**src/rtl/sdcmd_pkg.sv**
```systemverilog
package sdcmd_pkg;

    localparam int ADDR_W  = 12;
    localparam int WORD_W  = 32;
    localparam int IDX_W   = 6;
    localparam int N_IRQ   = 2;
    localparam int CLR_W   = 11;

    // command word fields
    localparam int CB_RESP = 6;
    localparam int CB_LONG = 7;
    localparam int CB_IRQM = 8;
    localparam int CB_PEND = 9;
    localparam int CB_GO   = 10;

    // status bits
    localparam int SB_TIMEOUT = 2;
    localparam int SB_RESPEND = 6;
    localparam int SB_SENT    = 7;
    localparam int SB_ACTIVE  = 11;

    // register offsets
    localparam logic [ADDR_W-1:0] OFS_ARG   = 12'h008;
    localparam logic [ADDR_W-1:0] OFS_CMD   = 12'h00C;
    localparam logic [ADDR_W-1:0] OFS_RESP0 = 12'h014;
    localparam logic [ADDR_W-1:0] OFS_STAT  = 12'h034;
    localparam logic [ADDR_W-1:0] OFS_CLR   = 12'h038;
    localparam logic [ADDR_W-1:0] OFS_MASK0 = 12'h03C;

    typedef enum logic [1:0] {
        ST_IDLE,
        ST_ISSUE,
        ST_COLLECT,
        ST_FINISH
    } sdc_state_e;

    typedef struct packed {
        logic timeout;
        logic respend;
        logic sent;
    } sdc_outcome_t;

    function automatic logic [7:0] ident_byte(input logic [2:0] sel);
        logic [7:0] b;
        case (sel)
            3'd0:    b = 8'h81;
            3'd1:    b = 8'h11;
            3'd2:    b = 8'h04;
            3'd3:    b = 8'h00;
            3'd4:    b = 8'h0D;
            3'd5:    b = 8'hF0;
            3'd6:    b = 8'h05;
            default: b = 8'hB1;
        endcase
        return b;
    endfunction

endpackage

```
**src/rtl/sdcmd_fsm.sv**
```systemverilog
module sdcmd_fsm
    import sdcmd_pkg::*;
#(
    parameter int RESP_BYTES  = 16,
    parameter int SHORT_BYTES = 4
) (
    input  logic                              clk,
    input  logic                              rst_n,
    input  logic                              start,
    input  logic                              want_resp,
    input  logic                              want_long,
    output logic                              cmd_valid,
    input  logic                              cmd_ready,
    input  logic                              rsp_valid,
    output logic                              rsp_ready,
    input  logic [7:0]                        rsp_data,
    input  logic                              rsp_last,
    input  logic                              rsp_err,
    output logic                              busy,
    output logic                              fin,
    output sdc_outcome_t                      outcome,
    output logic                              resp_wr,
    output logic [RESP_BYTES/4-1:0][WORD_W-1:0] resp_words
);
    localparam int WORDS = RESP_BYTES / 4;
    localparam int BI_W  = $clog2(RESP_BYTES);
    localparam int CNT_W = BI_W + 2;
    localparam logic [CNT_W-1:0] CNT_FULL  = CNT_W'(RESP_BYTES);
    localparam logic [CNT_W-1:0] CNT_SHORT = CNT_W'(SHORT_BYTES);

    sdc_state_e state_q, state_d;
    logic [CNT_W-1:0] cnt_q;
    logic             err_q;
    logic [7:0]       bytes_q [RESP_BYTES];
    logic             beat;

    assign beat = rsp_valid && rsp_ready;

    // state register
    always_ff @(posedge clk or negedge rst_n) begin
        if (!rst_n) state_q <= ST_IDLE;
        else        state_q <= state_d;
    end

    // next state
    always_comb begin
        state_d = state_q;
        unique case (state_q)
            ST_IDLE:    if (start) state_d = ST_ISSUE;
            ST_ISSUE:   if (cmd_ready) state_d = ST_COLLECT;
            ST_COLLECT: if (beat && (rsp_last || rsp_err)) state_d = ST_FINISH;
            ST_FINISH:  state_d = ST_IDLE;
        endcase
    end

    // outputs from state
    always_comb begin
        cmd_valid = (state_q == ST_ISSUE);
        rsp_ready = (state_q == ST_COLLECT);
        busy      = (state_q != ST_IDLE);
        fin       = (state_q == ST_FINISH);
    end

    // byte capture
    always_ff @(posedge clk or negedge rst_n) begin
        if (!rst_n) begin
            cnt_q <= '0;
            err_q <= 1'b0;
            for (int i = 0; i < RESP_BYTES; i++) bytes_q[i] <= '0;
        end else if (start && state_q == ST_IDLE) begin
            cnt_q <= '0;
            err_q <= 1'b0;
        end else if (beat) begin
            if (rsp_err) begin
                err_q <= 1'b1;
            end else begin
                if (cnt_q < CNT_FULL) bytes_q[cnt_q[BI_W-1:0]] <= rsp_data;
                if (cnt_q != '1) cnt_q <= cnt_q + 1'b1;
            end
        end
    end

    // outcome judged in FINISH
    always_comb begin
        outcome = '0;
        if (state_q == ST_FINISH) begin
            if (err_q)
                outcome.timeout = 1'b1;
            else if (!want_resp)
                outcome.sent = 1'b1;
            else if ((cnt_q == CNT_SHORT && !want_long) || cnt_q == CNT_FULL)
                outcome.respend = 1'b1;
            else
                outcome.timeout = 1'b1;
        end
    end

    assign resp_wr = outcome.respend;

    // big-endian packing
    generate
        for (genvar k = 0; k < WORDS; k++) begin : g_pack
            always_comb begin
                for (int j = 0; j < 4; j++)
                    resp_words[k][WORD_W-1-8*j -: 8] = bytes_q[4*k+j];
                if (k > 0 && cnt_q != CNT_FULL)
                    resp_words[k] = '0;
                if (k == WORDS-1)
                    resp_words[k][0] = 1'b0;
            end
        end
    endgenerate

    // offered command held until taken
    p_hold_r3: assert property (@(posedge clk) disable iff (!rst_n)
        (cmd_valid && !cmd_ready) |=> cmd_valid);

    // after FINISH the machine is idle
    p_fin_idle_r3: assert property (@(posedge clk) disable iff (!rst_n)
        fin |=> !busy);

    // one outcome at most per command
    p_one_outcome_r6: assert property (@(posedge clk) disable iff (!rst_n)
        $countones(outcome) <= 1);

    // a stored long response ends in a cleared bit
    p_lsb_r5: assert property (@(posedge clk) disable iff (!rst_n)
        (resp_wr && cnt_q == CNT_FULL) |-> !resp_words[WORDS-1][0]);

endmodule

```
**src/rtl/sdcmd_regs.sv**
```systemverilog
module sdcmd_regs
    import sdcmd_pkg::*;
#(
    parameter int WORDS = 4
) (
    input  logic                        clk,
    input  logic                        rst_n,
    input  logic [ADDR_W-1:0]           bus_addr,
    input  logic                        bus_wr,
    input  logic [WORD_W-1:0]           bus_wdata,
    output logic [WORD_W-1:0]           bus_rdata,
    input  logic                        busy,
    input  logic                        fin,
    input  sdc_outcome_t                outcome,
    input  logic                        resp_wr,
    input  logic [WORDS-1:0][WORD_W-1:0] resp_words,
    output logic                        start,
    output logic                        want_resp,
    output logic                        want_long,
    output logic [IDX_W-1:0]            idx,
    output logic [WORD_W-1:0]           arg,
    output logic [N_IRQ-1:0]            irq
);
    logic [WORD_W-1:0]             arg_q, cmd_q;
    logic [WORDS-1:0][WORD_W-1:0]  resp_q;
    logic [N_IRQ-1:0][WORD_W-1:0]  mask_q;
    logic [CLR_W-1:0]              st_q, st_d;
    logic [WORD_W-1:0]             status_word;
    logic                          wr_arg, wr_cmd, clr_wr;

    assign wr_arg = bus_wr && bus_addr == OFS_ARG && !busy;
    assign wr_cmd = bus_wr && bus_addr == OFS_CMD && !busy;
    assign clr_wr = bus_wr && bus_addr == OFS_CLR;
    assign start  = wr_cmd && bus_wdata[CB_GO] && !bus_wdata[CB_IRQM] && !bus_wdata[CB_PEND];

    assign want_resp = cmd_q[CB_RESP];
    assign want_long = cmd_q[CB_LONG];
    assign idx       = cmd_q[IDX_W-1:0];
    assign arg       = arg_q;

    always_comb begin
        st_d = st_q & ~(clr_wr ? bus_wdata[CLR_W-1:0] : '0);
        if (fin) begin
            st_d[SB_TIMEOUT] = st_d[SB_TIMEOUT] | outcome.timeout;
            st_d[SB_RESPEND] = st_d[SB_RESPEND] | outcome.respend;
            st_d[SB_SENT]    = st_d[SB_SENT]    | outcome.sent;
        end
    end

    assign status_word = WORD_W'(st_q) | (WORD_W'(busy) << SB_ACTIVE);

    always_ff @(posedge clk or negedge rst_n) begin
        if (!rst_n) begin
            arg_q  <= '0;
            cmd_q  <= '0;
            resp_q <= '0;
            mask_q <= '0;
            st_q   <= '0;
        end else begin
            st_q <= st_d;
            if (wr_arg) arg_q <= bus_wdata;
            if (wr_cmd) begin
                cmd_q        <= bus_wdata;
                cmd_q[CB_GO] <= 1'b0;
            end
            if (resp_wr) resp_q <= resp_words;
            for (int m = 0; m < N_IRQ; m++)
                if (bus_wr && bus_addr == OFS_MASK0 + ADDR_W'(4*m))
                    mask_q[m] <= bus_wdata;
        end
    end

    generate
        for (genvar m = 0; m < N_IRQ; m++) begin : g_irq
            assign irq[m] = |(status_word & mask_q[m]);
        end
    endgenerate

    always_comb begin
        bus_rdata = '0;
        if (bus_addr[ADDR_W-1:5] == '1) begin
            bus_rdata = WORD_W'(ident_byte(bus_addr[4:2]));
        end else begin
            case (bus_addr)
                OFS_ARG:  bus_rdata = arg_q;
                OFS_CMD:  bus_rdata = cmd_q;
                OFS_STAT: bus_rdata = status_word;
                default:  bus_rdata = '0;
            endcase
            for (int k = 0; k < WORDS; k++)
                if (bus_addr == OFS_RESP0 + ADDR_W'(4*k)) bus_rdata = resp_q[k];
            for (int m = 0; m < N_IRQ; m++)
                if (bus_addr == OFS_MASK0 + ADDR_W'(4*m)) bus_rdata = mask_q[m];
        end
    end

    // bits written as one are clear after a clear write
    p_clear_r8: assert property (@(posedge clk) disable iff (!rst_n)
        (clr_wr && !fin) |=> ((st_q & $past(bus_wdata[CLR_W-1:0])) == '0));

    // register writes during an active command leave state untouched
    p_ro_r11: assert property (@(posedge clk) disable iff (!rst_n)
        (busy && bus_wr && (bus_addr == OFS_CMD || bus_addr == OFS_ARG))
        |=> ($stable(cmd_q) && $stable(arg_q)));

    // response words change only at a good outcome
    p_resp_keep_r4: assert property (@(posedge clk) disable iff (!rst_n)
        !resp_wr |=> $stable(resp_q));

endmodule

```
**src/rtl/sdcmd_host.sv**
```systemverilog
module sdcmd_host
    import sdcmd_pkg::*;
#(
    parameter int RESP_BYTES  = 16,
    parameter int SHORT_BYTES = 4
) (
    input  logic              clk,
    input  logic              rst_n,
    input  logic [11:0]       bus_addr,
    input  logic              bus_wr,
    input  logic [31:0]       bus_wdata,
    output logic [31:0]       bus_rdata,
    output logic              cmd_valid,
    input  logic              cmd_ready,
    output logic [5:0]        cmd_index,
    output logic [31:0]       cmd_arg,
    input  logic              rsp_valid,
    output logic              rsp_ready,
    input  logic [7:0]        rsp_data,
    input  logic              rsp_last,
    input  logic              rsp_err,
    output logic [1:0]        irq
);
    localparam int WORDS = RESP_BYTES / 4;

    logic                         start, want_resp, want_long, busy, fin, resp_wr;
    sdc_outcome_t                 outcome;
    logic [WORDS-1:0][WORD_W-1:0] resp_words;

    sdcmd_regs #(.WORDS(WORDS)) u_regs (
        .clk        (clk),
        .rst_n      (rst_n),
        .bus_addr   (bus_addr),
        .bus_wr     (bus_wr),
        .bus_wdata  (bus_wdata),
        .bus_rdata  (bus_rdata),
        .busy       (busy),
        .fin        (fin),
        .outcome    (outcome),
        .resp_wr    (resp_wr),
        .resp_words (resp_words),
        .start      (start),
        .want_resp  (want_resp),
        .want_long  (want_long),
        .idx        (cmd_index),
        .arg        (cmd_arg),
        .irq        (irq)
    );

    sdcmd_fsm #(.RESP_BYTES(RESP_BYTES), .SHORT_BYTES(SHORT_BYTES)) u_fsm (
        .clk        (clk),
        .rst_n      (rst_n),
        .start      (start),
        .want_resp  (want_resp),
        .want_long  (want_long),
        .cmd_valid  (cmd_valid),
        .cmd_ready  (cmd_ready),
        .rsp_valid  (rsp_valid),
        .rsp_ready  (rsp_ready),
        .rsp_data   (rsp_data),
        .rsp_last   (rsp_last),
        .rsp_err    (rsp_err),
        .busy       (busy),
        .fin        (fin),
        .outcome    (outcome),
        .resp_wr    (resp_wr),
        .resp_words (resp_words)
    );

    // a go write with interrupt or pending mode offers nothing
    p_noissue_r2: assert property (@(posedge clk) disable iff (!rst_n)
        (!cmd_valid && !rsp_ready && bus_wr && bus_addr == OFS_CMD &&
         (bus_wdata[CB_IRQM] || bus_wdata[CB_PEND])) |=> !cmd_valid);

    // index and argument steady while offered
    p_stable_r3: assert property (@(posedge clk) disable iff (!rst_n)
        (cmd_valid && !cmd_ready) |=> ($stable(cmd_index) && $stable(cmd_arg)));

    // command and response phases never overlap
    p_excl_r3: assert property (@(posedge clk) disable iff (!rst_n)
        !(cmd_valid && rsp_ready));

endmodule

```
**config.mk**
```make
export PLATFORM = sky130hd
export DESIGN_NAME = sdcmd_host
export DESIGN_NICKNAME = d
export VERILOG_FILES = /design/src/rtl/sdcmd_pkg.sv /design/src/rtl/sdcmd_fsm.sv /design/src/rtl/sdcmd_regs.sv /design/src/rtl/sdcmd_host.sv
export SDC_FILE = /design/constraint.sdc
export NUM_CORES = 1
export LEC_CHECK = 0
export BUFFER_PORTS_ARGS = -buffer_cell sky130_fd_sc_hd__buf_2
export CAP_MARGIN = 0
export CORE_AREA = 2 2 184 186
export CTS_BUF_LIST = sky130_fd_sc_hd__clkbuf_2 sky130_fd_sc_hd__clkbuf_4 sky130_fd_sc_hd__clkbuf_8
export CTS_CLUSTER_SIZE = 40
export DETAILED_ROUTE_END_ITERATION = 16
export DIE_AREA = 0 0 186 188
export HOLD_SLACK_MARGIN = 0.05
export PLACE_DENSITY = 0.79
export SLEW_MARGIN = 20
export SYNTH_ARGS = -nofsm -noshare
export SYNTH_HDL_FRONTEND = slang
export SYNTH_HIERARCHICAL = 1
export SYNTH_SLANG_ARGS = --single-unit
export TNS_END_PERCENT = 1
```
**constraint.sdc**
```tcl
create_clock -name clk -period 8.97 [get_ports clk]
set_clock_uncertainty 0.2 [all_clocks]
set_input_delay 0.4485 -clock clk [delete_from_list [all_inputs] [get_ports clk]]
set_output_delay 0.4485 -clock clk [all_outputs]
set_load 0.01 [all_outputs]
```
; Word-level counts from Yosys, hierarchy flattened
; Cells that the tools add are included.
[op_classes]
n_eq_ne = 28
addsub = 1
n_lt_le_gt_ge = 3
bitwise = 11
n_reduce_logical = 33
mux = 36
[op_table]
columns = op, count
row1 = 2-to-1 mux 32 bit, 10
row2 = bitwise mux 128 bit, 1
row3 = case mux 32 bit (3 select lines), 1
row4 = AND 32 bit, 2
row5 = OR reduction 32 bit, 2
row6 = case mux 8 bit (7 select lines), 1
row7 = == test 12 x 6 -> 1 bit (second input constant), 4
row8 = == test 12 x 5 -> 1 bit (second input constant), 3
row9 = demux 8 bit (select 4 bit), 1
row10 = == test 12 x 4 -> 1 bit (second input constant), 2
row11 = 2-to-1 mux 6 bit, 4
row12 = logical AND 1 bit, 15
row13 = == test 12 x 7 -> 1 bit (second input constant), 1
row14 = 2-to-1 mux 2 bit, 6
row15 = OR 11 x 12 -> 12 bit, 1
row16 = AND 11 bit, 1
row17 = 2-to-1 mux 11 bit, 1
row18 = inverter 11 bit, 1
row19 = == test 3 bit (second input constant), 3
row20 = 2-to-1 mux 1 bit, 8
row21 = 2-to-1 mux 8 bit, 1
row22 = case mux 2 bit (4 select lines), 1
row23 = nonzero test 2 bit, 4
row24 = == test 7 bit (second input constant), 1
row25 = 25 further kinds, 37
[totals]
out_inout_bits = 74
elab_cells = 140
in_bits = 59
register_bits = 402

; Depth between registers and ports, before layout
[logic_depth]
word_depth = 10
mapped_depth = 11
mapped_depth_nobuf = 8

; Cells and area by module
; The synthesis kept the hierarchy.
[modules_own_cells]
columns = mod, instances, seq_area_each_um2, cells_per_inst, area_each_um2
row1 = sdcmd_regs, 1, 6656.4, 1028, 13117.6
row2 = sdcmd_fsm, 1, 3403.3, 503, 6696.4

; Least setup slack after synthesis
; Ideal clock, no wire load.
[synth_path]
path_type = in2reg
from = input port bus_addr[8]
to = register u_fsm.state_q[1]
path_slack_ps = 5633
t_arrival_ps = 3012
setup_time_ps = 125
t_required_ps = 8645
path_buffers = 2
path_stages = 10
cell_sequence = or4_1 > buf_2 > nor2_4 > nand2_1 > nor4_4 > buf_4 > and3_1 > inv_1 > a222oi_1 > mux2_2
[synth_between]
elab_chain_cells = 8
[synth_rtl]
columns = element, line_no
row1 = "start, declared", sdcmd_host.sv:9  ; input logic [11:0] bus_addr,
row2 = == test 12 x 4 -> 1 bit, sdcmd_regs.sv:32  ; assign wr_cmd = bus_wr && bus_addr == OFS_CMD && !busy;
row3 = logical AND 1 bit (2 in series), sdcmd_regs.sv:32
row4 = logical AND 1 bit (3 in series), sdcmd_regs.sv:34  ; assign start = wr_cmd && bus_wdata[CB_GO] && !bus_wdata[CB_IRQM] && !bus_wdata[CB_PEND];
row5 = via start, sdcmd_host.sv:26  ; logic start, want_resp, want_long, busy, fin, resp_wr;
row6 = != test 2 x 1 -> 1 bit (no line), -
row7 = AND reduction 3 bit (no line), -
row8 = "end signal, assigned", sdcmd_fsm.sv:42  ; else state_q <= state_d;
row9 = "end, declared", sdcmd_fsm.sv:31  ; sdc_state_e state_q, state_d;
; The timed path passes the listed nets, and every way through them passes these cells.
; A chain may end at the register's enable or synchronous reset.

; Worst setup path in the final report
[layout_path]
from = input port bus_addr[4]
to = output port bus_rdata[27]
[layout_between]
elab_chain_cells = 9
elab_cells_between_ends = 17
classes_between = eq/ne (9) / mux (8)
[layout_rtl]
columns = element, line_no
row1 = == test 12 x 6 -> 1 bit / == test 12 x 4 -> 1 bit (equally long branches), sdcmd_regs.sv:84  ; case (bus_addr)
row2 = case mux 32 bit (3 select lines), sdcmd_regs.sv:84
row3 = 2-to-1 mux 32 bit (4 in series), sdcmd_regs.sv:91  ; if (bus_addr == OFS_RESP0 + ADDR_W'(4*k)) bus_rdata = resp_q[k];
row4 = 2-to-1 mux 32 bit, sdcmd_regs.sv:93  ; if (bus_addr == OFS_MASK0 + ADDR_W'(4*m)) bus_rdata = mask_q[m];
row5 = 2-to-1 mux 32 bit *, sdcmd_regs.sv:93
row6 = 2-to-1 mux 32 bit *, sdcmd_regs.sv:81  ; if (bus_addr[ADDR_W-1:5] == '1) begin
row7 = "end, declared", sdcmd_host.sv:12  ; output logic [31:0] bus_rdata,
; Every way passes the cells marked *; elsewhere a longest branch is shown, timed or not.

==> flow_summary.json <==
{
  "worstSetupEndpointType": "primary output",
  "grt_pass1_wl_um": 80800,
  "period_needed_ns": 4.12,
  "yosysMostFrequentCell": "dfrtp_1",
  "power.leakage_nw": 11.1,
  "fin_hold_ws_ns": 0.132,
  "ant_nets": 0,
  "cts_tree": "built",
  "crit_arrival_ns": 3.47,
  "yosysWarnings": 6,
  "fp-row-count": 67,
  "synth_area_leaders": "dfrtp_1, mux2_2, mux2_4",
  "min_period_over_period_pct": 46.0,
  "clk_pin_slew_worst_paths_ns": 0.05,
  "numCtsBuffers": 66,
  "io_pins": 133,
  "relSlewSlack_pct": 25.9,
  "fillers": 2310,
  "start_util_pct": 59.8,
  "syn_to_final_growth_pct": 11.1,
  "antenna_cells": 0,
  "antenna_found_initial": 0,
  "cts.sinks": 402,
  "hp-class": "in2reg",
  "drt_iter0_drc": 1420,
  "path_max_fanout": 38,
  "grt_pass1_vias": 13600,
  "fin_tns_setup_ns": 0,
  "final_cell_area_um2": 22000,
  "grt_use_total_pct": 30.1,
  "total_power_w": 0.00417,
  "worst_slew_pin_slew_ns": 1.11,
  "gp_congestion": 0.908,
  "reg2reg_slack_ns": 5.12,
  "numPortBuffers": 132,
  "root_buffer": "clkbuf_8",
  "die_x_um": 186,
  "synth_seq_cells": 402,
  "worstSetupStartpointType": "input port",
  "setup_violations": 0,
  "die_h_um": 188,
  "slew_viol_final": 0,
  "grt_max_degree": 126,
  "max_freq_mhz": 243,
  "firstDrtPassIters": 5,
  "drc": 0,
  "drive_gt1_share_pct": 39.3,
  "final_util_pct": 66.5,
  "cap_violations": 0,
  "post_drt_via_cell_ratio": 6.36,
  "die-area_um2": 35000,
  "post_dp_cell_area_um2": 20300,
  "ys_seq_area_share_pct": 50.8,
  "netlist_area_um2": 19800,
  "synth.avg_cell_area_um2": 12.9,
  "htreeDepth": 3,
  "dpl.hpwl_um": 33800,
  "status": "finished clean",
  "rsz0062_at_grt": "no",
  "clockBufferDepth": 3,
  "post_cts_buffers": 0,
  "yosysUniqueCellTypes": 84,
  "synth_edf_count": 0,
  "yosys_most_used_dff": "dfrtp_1",
  "synth_top_cell_by_area": "dfrtp_1",
  "critical_path_class": "in2out",
  "synth_commonest_cells": "dfrtp_1, mux2_2, and2_1",
  "synth_nets": 1599,
  "synthCells": 1531,
  "synth_top_area_share_pct": 50.8,
  "insertion_delay_ns": 0.58,
  "p_per_area_nw_per_um2": 190,
  "core_area_um2": 33100,
  "cts_resized": 0,
  "grt-ovfl-total": 0,
  "worstPathRequired_ns": 8.32,
  "routed_wl_um": 51800,
  "nets": 1704,
  "synth-async-reset-ratio_pct": 100,
  "ir_drop_v": 0.0000974,
  "wl_per_cell_um": 24.3,
  "hold_viol_final": 0,
  "vias": 13500
}
## cell type report
class,instances,area [um2],share of cell area (%)
flip-flops and latches,402,10100,45.7
multi-input cells,962,8780,39.9
clock buffers,98,1250,5.70
repair buffers,184,1150,5.23
well taps,448,561,2.55
clock inverters,14,129,0.585
inverters,20,75.1,0.341
## what timing repair did
item,CTS,global route
hold buffers,35,0
endpoints found under the setup margin,0,0
endpoints found under the hold margin,260,0
## per-layer routing
metal  part of all wire, %  vias to the layer above  global-route usage, %
met5                     0                        -                      0
met4                   1.8                        0                   7.63
met3                   7.7                       74                   6.37
met2                    44                      632                   43.9
met1                    47                     7036                   45.9
li1                      -                     5788                      -
## kinds of logic (layout without fill, tap and decap cells)
group / count (synthesis) / after routing / share of synthesized area (%)
other cells: 1 / 1 / 0.0189
flops: 402 / 402 / 50.8
compound gates: 297 / 297 / 11.5
buf+inv: 167 / 316 / 5.04
fa+ha+maj: 9 / 9 / 0.568
simple gates: 276 / 276 / 9.33
mux: 379 / 379 / 22.8
## sequential cells by signal, indices dropped and copies added, names as in the netlist
register,cells
u_fsm/cnt_q,6
u_regs/resp_q,128
u_regs/cmd_q,31
u_regs/mask_q,64
u_fsm/resp_words,32
u_regs/st_q,11
u_fsm/err_q,1
u_fsm/bytes_q,95
u_fsm/state_q,2
u_regs/arg,32
## per-stage QoR
step,cells,setup WS (ns)
3_3_place_gp,1981,5.07
6_report,2128,4.85
2_1_floorplan,1531,5.63
3_5_place_dp,1981,5.01
4_1_cts,2128,5.00
5_1_grt,2128,4.71
## worst max-delay path, stage by stage
cell and delay [ns]:
buf_2 0.34, nor4b_1 0.74, and2_1 0.64, buf_4 0.43
a22o_1 0.24, a221oi_1 0.09, a21oi_1 0.32, buf_2 0.20
## path summary, 6_finish.rpt
path	start	to	cells after the start
hold / removal	cmd_ready	u_fsm/state_q[0]	4
setup / recovery	bus_addr[4]	bus_rdata[27]	8
setup reg to reg	u_fsm/cnt_q[0]	u_regs/resp_q[14]	6
min in group asynchronous	rst_n	u_fsm/state_q[1]	2
max in group asynchronous	rst_n	u_fsm/bytes_q[16]	3
hold reg to reg	u_fsm/resp_words[23]	u_regs/resp_q[23]	1
## layout by cell type, fill, tap and decap left out, types with 20 or more instances in the layout
cell type and n:
mux2_2 274, a21o_1 22, clkbuf_8 83, dlygate4sd3_1 35
dfrtp_1 402, buf_2 131, mux2_4 68, nand3_1 26
a22o_1 67, mux2_1 31, a221oi_1 20, nand2_1 49
a21oi_1 27, o21ai_0 52, and2_1 99
## report_power, final
part	total, W	switching, W	internal, W
Clock	0.00167	0.000734	0.000933
Combinational	0.000462	0.000257	0.000205
Sequential	0.00204	0.0000909	0.00195
Note: power is estimated with default switching activity, not from simulation.
